<file path="config.mk">
export PLATFORM = sky130hd
export DESIGN_NAME = lock_rst_seq
export DESIGN_NICKNAME = d
export VERILOG_FILES = /design/src/rtl/rsq_pkg.sv /design/src/rtl/rsq_lock_sync.sv /design/src/rtl/rsq_lock_delay.sv /design/src/rtl/rsq_ce_gen.sv /design/src/rtl/lock_rst_seq.sv
export SDC_FILE = /design/constraint.sdc
export NUM_CORES = 1
export LEC_CHECK = 0
export ABC_CLOCK_PERIOD_IN_PS = 1250
export BUFFER_PORTS_ARGS = -buffer_cell sky130_fd_sc_hd__buf_2
export CAP_MARGIN = 30
export CORE_UTILIZATION = 40
export DETAILED_ROUTE_END_ITERATION = 8
export PLACE_DENSITY_LB_ADDON = 0.3
export SLEW_MARGIN = 10
export SYNTH_ARGS = -nofsm -noshare
export SYNTH_HDL_FRONTEND = slang
export SYNTH_HIERARCHICAL = 1
export SYNTH_SLANG_ARGS = --single-unit
</file>
<file path="constraint.sdc">
create_clock -name clk -period 1.25 [get_ports clk]
set_clock_uncertainty 0.1 [all_clocks]
set_input_delay 0.125 -clock clk [delete_from_list [all_inputs] [get_ports clk]]
set_output_delay 0.125 -clock clk [all_outputs]
set_load 0.05 [all_outputs]
</file>
<file path="src/rtl/rsq_pkg.sv">
package rsq_pkg;
  localparam int unsigned RSQ_DELAY_MAX = 32;
  localparam int unsigned RSQ_RUN_W     = $clog2(RSQ_DELAY_MAX + 2) + 1;
  localparam int unsigned RSQ_SINCE_W   = 8;

  function automatic int unsigned rsq_cnt_width(input int unsigned n);
    return (n < 2) ? 1 : $clog2(n);
  endfunction
endpackage

</file>
<file path="src/rtl/rsq_lock_sync.sv">
module rsq_lock_sync #(
  parameter int unsigned STAGES = 2
) (
  input  logic clk,
  input  logic rst,
  input  logic d_async,
  output logic q_sync
);
  logic [STAGES-1:0] chain;

  always_ff @(posedge clk) begin
    if (rst) chain <= '0;
    else     chain <= {chain[STAGES-2:0], d_async};
  end

  assign q_sync = chain[STAGES-1];
endmodule

</file>
<file path="src/rtl/rsq_lock_delay.sv">
module rsq_lock_delay
  import rsq_pkg::*;
#(
  parameter int unsigned DELAY = 16
) (
  input  logic clk,
  input  logic rst,
  input  logic lock_s,
  output logic done
);
  logic [DELAY-1:0] sr;

  generate
    if (DELAY == 1) begin : g_single
      always_ff @(posedge clk) begin
        if (rst || !lock_s) sr <= '0;
        else                sr <= 1'b1;
      end
    end else begin : g_chain
      always_ff @(posedge clk) begin
        if (rst || !lock_s) sr <= '0;
        else                sr <= {sr[DELAY-2:0], 1'b1};
      end
    end
  endgenerate

  assign done = sr[DELAY-1];

  // Checker state: length of the current run of synchronized lock.
  localparam logic [RSQ_RUN_W-1:0] RUN_SAT = '1;
  logic [RSQ_RUN_W-1:0] run_cnt;
  always_ff @(posedge clk) begin
    if (rst || !lock_s)      run_cnt <= '0;
    else if (run_cnt != RUN_SAT) run_cnt <= run_cnt + 1'b1;
  end

  assert_lock_loss_R4: assert property (@(posedge clk) disable iff (rst)
    !lock_s |=> !done);

  assert_release_count_R3: assert property (@(posedge clk) disable iff (rst)
    $rose(done) |-> run_cnt == RSQ_RUN_W'(DELAY));

  assert_hold_after_release_R5: assert property (@(posedge clk) disable iff (rst)
    done |-> run_cnt >= RSQ_RUN_W'(DELAY));
endmodule

</file>
<file path="src/rtl/rsq_ce_gen.sv">
module rsq_ce_gen
  import rsq_pkg::*;
#(
  parameter int unsigned DIV = 4
) (
  input  logic clk,
  input  logic hold,
  output logic ce_o
);
  localparam int unsigned      CW   = rsq_cnt_width(DIV);
  localparam logic [CW-1:0]    LAST = CW'(DIV - 1);

  logic [CW-1:0] cnt;
  logic          ce_q;

  always_ff @(posedge clk) begin
    if (hold) begin
      cnt  <= '0;
      ce_q <= 1'b0;
    end else begin
      ce_q <= (cnt == LAST);
      cnt  <= (cnt == LAST) ? '0 : cnt + 1'b1;
    end
  end

  assign ce_o = ce_q & ~hold;

  // Checker state: edges since release, saturating.
  localparam logic [RSQ_SINCE_W-1:0] SINCE_SAT = '1;
  logic [RSQ_SINCE_W-1:0] since;
  always_ff @(posedge clk) begin
    if (hold)                  since <= '0;
    else if (since != SINCE_SAT) since <= since + 1'b1;
  end

  assert_first_pulse_R8: assert property (@(posedge clk) disable iff (hold)
    ce_o |-> since >= RSQ_SINCE_W'(DIV));

  assert_pulse_width_R8: assert property (@(posedge clk) disable iff (hold)
    ce_o |=> !ce_o);
endmodule

</file>
<file path="src/rtl/lock_rst_seq.sv">
module lock_rst_seq #(
  parameter int unsigned DELAY       = 16,
  parameter int unsigned DIV         = 4,
  parameter int unsigned SYNC_STAGES = 2
) (
  input  logic clk,
  input  logic ext_rst,
  input  logic lock_in,
  output logic rst_out,
  output logic ce_out
);
  logic lock_s;
  logic done;

  rsq_lock_sync #(.STAGES(SYNC_STAGES)) u_sync (
    .clk     (clk),
    .rst     (ext_rst),
    .d_async (lock_in),
    .q_sync  (lock_s)
  );

  rsq_lock_delay #(.DELAY(DELAY)) u_delay (
    .clk    (clk),
    .rst    (ext_rst),
    .lock_s (lock_s),
    .done   (done)
  );

  assign rst_out = ~done;

  rsq_ce_gen #(.DIV(DIV)) u_ce (
    .clk  (clk),
    .hold (rst_out),
    .ce_o (ce_out)
  );

  assert_ext_rst_forces_R1: assert property (@(posedge clk)
    ext_rst |=> rst_out && !ce_out);

  assert_ce_quiet_R7: assert property (@(posedge clk) disable iff (ext_rst)
    rst_out |-> !ce_out);

  assert_lock_ignored_in_reset_R6: assert property (@(posedge clk)
    (ext_rst && lock_in) |=> rst_out);
endmodule

</file>
=== After elaboration in Yosys (flattened, before gate mapping) ===
Index checks and enable logic that the tools add are counted.

* Output and inout port bits: 2
* Logic and storage cells: 13
* Input port bits: 3
* Register bits after elaboration: 21

* Add/sub/neg operators: 1
* Eq/ne operators: 1
* Reduce and logical (&&, ||, !) cells: 3
* Bitwise gates (word level): 2
* Muxes and demuxes: 1

{| class="wikitable"
|+ Operators by type and width
! operator !! number
|-
| adder 2 x 1 -> 2 bit, second input constant || 1
|-
| == test 2 bit, second input constant || 1
|-
| OR reduction 2 bit || 1
|-
| AND 1 bit || 1
|-
| logical NOT 1 bit || 1
|-
| logical OR 1 bit || 1
|-
| two-way mux 1 bit || 1
|-
| inverter 1 bit || 1
|}

=== Longest topological paths before layout ===
* Word-level depth: 3
* Depth in mapped cells: 2
* Gate-level depth less buffers: 2

=== Modules after synthesis ===
The synthesis kept the hierarchy.

{| class="wikitable"
|+ By module, submodules not included
! module !! instances !! area an instance (um2) !! seq. area each (um2) !! cells an instance
|-
| rsq_lock_delay || 1 || 476.7 || 320.3 || 34
|-
| rsq_ce_gen || 1 || 107.6 || 60.1 || 8
|-
| rsq_lock_sync || 1 || 52.6 || 40.0 || 4
|-
| lock_rst_seq || 1 || 3.8 || 0.0 || 1
|}

=== Worst setup path after synthesis ===
OpenSTA, ideal clock, no wires.

* Path type: register -> output
* From: register u_delay.sr[15]
* To: output port ce_out
* Slack: -0.285 ns
* Cell stages (with the launch flop): 3
* Path buffers: 0
* Data arrival time: 1.310 ns
* Required time: 1.025 ns
* Path through: dfxtp_1 > inv_1 > nor2b_1

* Cells in the longest elaborated chain, start to end: 1

{| class="wikitable"
|+ Ends and longest elaborated chain
! item !! line !! source
|-
| start, declared || rsq_lock_delay.sv:11 || <nowiki>logic [DELAY-1:0] sr;</nowiki>
|-
| start signal, assigned || rsq_lock_delay.sv:22 || <nowiki>else sr <= {sr[DELAY-2:0], 1'b1};</nowiki>
|-
| AND 1 bit || rsq_ce_gen.sv:26 || <nowiki>assign ce_o = ce_q & ~hold;</nowiki>
|-
| end, declared || lock_rst_seq.sv:10 || <nowiki>output logic ce_out</nowiki>
|}

Every way passes these cells.

=== Final worst setup path ===
Same ends and word-level chain as after synthesis.

==> flow_summary.toml <==
[outcome]
status = "finished, final reports clean"

[worst_hold_path]
hold_depth = 2
hp-class = "input pin to register"
hold_end = "u_sync/chain[1]"
min_from = "ext_rst"

[power]
leakagePower_uw = 0.000345
p_total_uw = 1010
peakVddDrop_mv = 0.971
pwr_density_cell_nw_per_um2 = 1400

[job]
max-cap-violations = 0

[global_routing]
first_global_vias = 313
grt_max_degree = 19
grt_pass1_wl_um = 1340
grt-ovfl-total = 0
grt_use_total_pct = 10.8
antenna_found_initial = 0

[setup_path]
worstSetupPathType = "register to primary output"
ff2ff_setup_slack_ns = 0.29
crit_path_max_fanout = 5
crit_family = "flip-flops"
cpPeakStageDelay_ns = 0.34
crit_buf_inv = 2
start_kind = "register"
critPathLaunch = "u_delay/sr[15]"
cpMaxStageDelayCell = "dfxtp_2"
ff2ff_path_depth = 1
worstPathCellList = "inv_2, nor2b_4, buf_8"
cp.arrival_ns = 0.96
regToRegEndpoint = "u_delay/sr[11]"
rr_startpoint = "u_sync/chain[1]"
endpoint_kind = "primary output"
required_ns = 1.02

[finish]
antenna_cells_inserted = 0
fillers = 144
layout.nets = 59
final_cells = 70
fin_util_pct = 47.8
drive_above_1_share_pct = 24.1
area_delta_synth_final_pct = 12.5

[timing]
fin_crit_sh_pct = 95.0
slew_viol_final = 0
hold_violations = 0
worst_slack_ns = 0.0628
rsz0062_at_grt = "no"
slew_headroom_pct = 74.2
finalSetupTns_ns = 0
worst_slew_pin_slew_ns = 0.387
setup_viol = 0
final.min_clock_period_ns = 1.19
max_clock_freq_ghz = 0.842

[synth]
ys_types = 9
ys_seq_area_share_pct = 65.6
synth_area_um2 = 641
ys.flop_type = "dfxtp_1"
ys_warn_count = 6
synth_top_area_share_pct = 65.6
yosys.area.top_type = "dfxtp_1"
synth.avg_cell_area_um2 = 13.6
synth.most_common_cell = "dfxtp_1"
postSynthCellCount = 47
synth_fp_nets = 51
synth.area.top_cells = "dfxtp_1 (66%), and3b_1 (21%), nor2b_1 (4.9%), ha_1 (2.0%), nor3b_2 (2.0%)"
synth_seq_cells = 21
synthTopCellsByCount = "dfxtp_1 (21), and3b_1 (15), nor2b_1 (5)"
synth_edf_count = 0
synth_async_sr_flop_share_pct = 0

[detailed_routing]
ant_nets = 0
wirelength_um = 783
detailedRoute.firstPassIterationCount = 1
first_iter_violations = 0
drc = 0
vias_per_cell = 4.61
wl_per_cell_um = 11.2
vias = 323

[clock_tree]
clock_sinks = 21
cts_made_buffers = 3
worstSkewPairLatency_ns = 0.30
path_clk_slew_ns = 0.11
postCtsSetupBuffers = 0
htreeDepth = 1
cts_root_buf = "clkbuf_4"
clk_path_buf_depth = 2
cts_tree = "built"

[placed_design]
gp_congestion = 0.637
pre_cts_ws_ns = 0.251
dp.cells = 65
hpwl_um = 465
port_buffers = 4

[floorplan]
die_h_um = 42.0
die_area_um2 = 1770
coreArea_um2 = 1510
die_w_um = 42.0
rows = 14
io_pins = 5
initial_core_util_pct = 42.5
==> metrics by stage <==
step	instance area [um2]	hold WS [ns]
global route	721	0.0559
finish	721	0.0506
floorplan	648	0.0966
CTS	716	0.0480
global placement	669	0.244
detailed placement	669	0.247
==> logic make-up (layout without fill, tap and decap cells) <==
kind of cell / after synthesis / after routing / synth area share [%]
buf+inv: 3 / 10 / 3.52
fa+ha+maj: 1 / 1 / 1.95
flops: 21 / 21 / 65.6
simple gates: 22 / 22 / 28.9
==> cells in the final DEF (no fill, tap or decap), drive strengths merged <==
cell type,Yosys,routed
dfxtp,21,21
and3b,15,15
nor2b,5,5
buf,2,4
clkbuf,0,3
inv,1,1
clkinv,0,1
dlygate4sd3,0,1
nor3b,1,1
nor3,1,1
ha,1,1
==> flip-flops by register name (all words and copies together), names as in the netlist <==
signal,cells
u_sync/chain,2
u_ce/ce_q,1
u_delay/sr,16
u_ce/cnt,2
==> power breakdown <==
group / total (uW) / internal (uW) / switching, uW
clock network: 311 / 119 / 192
registers: 677 / 673 / 4.53
logic: 18.7 / 11.1 / 7.64
total: 1010 / 803 / 204
==> worst max-delay path by stage <==
| stage | to | slack (ns) | depth (start not counted) |
|---|---|---|---|
| floorplan | ce_out | 0.10 | 2 |
| global placement | ce_out | 0.28 | 3 |
| detailed placement | ce_out | 0.25 | 3 |
| CTS | rst_out | -0.008 | 2 |
| global route | ce_out | 0.001 | 3 |
| finish | ce_out | 0.06 | 3 |
==> per-layer routing <==
metal	part of all wire, %	track usage, %
met1	50	12.6
met2	46	15.6
met3	3.4	6.47
met4	0	5.63
met5	0	0
==> repair_timing <==
action	4_1_cts	5_1_grt
setup endpoints to repair	2	2
hold buffers	1	0
hold endpoints to repair	1	0
resized for setup	3	3
pin swaps	0	0
==> final cells by class <==
type / instances / area, um2 / area share [%]
repair buffers: 5 / 42.5 / 5.90
clock inverters: 1 / 5.00 / 0.694
inverters: 1 / 3.75 / 0.521
well taps: 16 / 20.0 / 2.78
multi-input cells: 23 / 205 / 28.5
flip-flops and latches: 21 / 422 / 58.5
clock buffers: 3 / 22.5 / 3.13
Note: power is estimated with default switching activity, not from simulation.
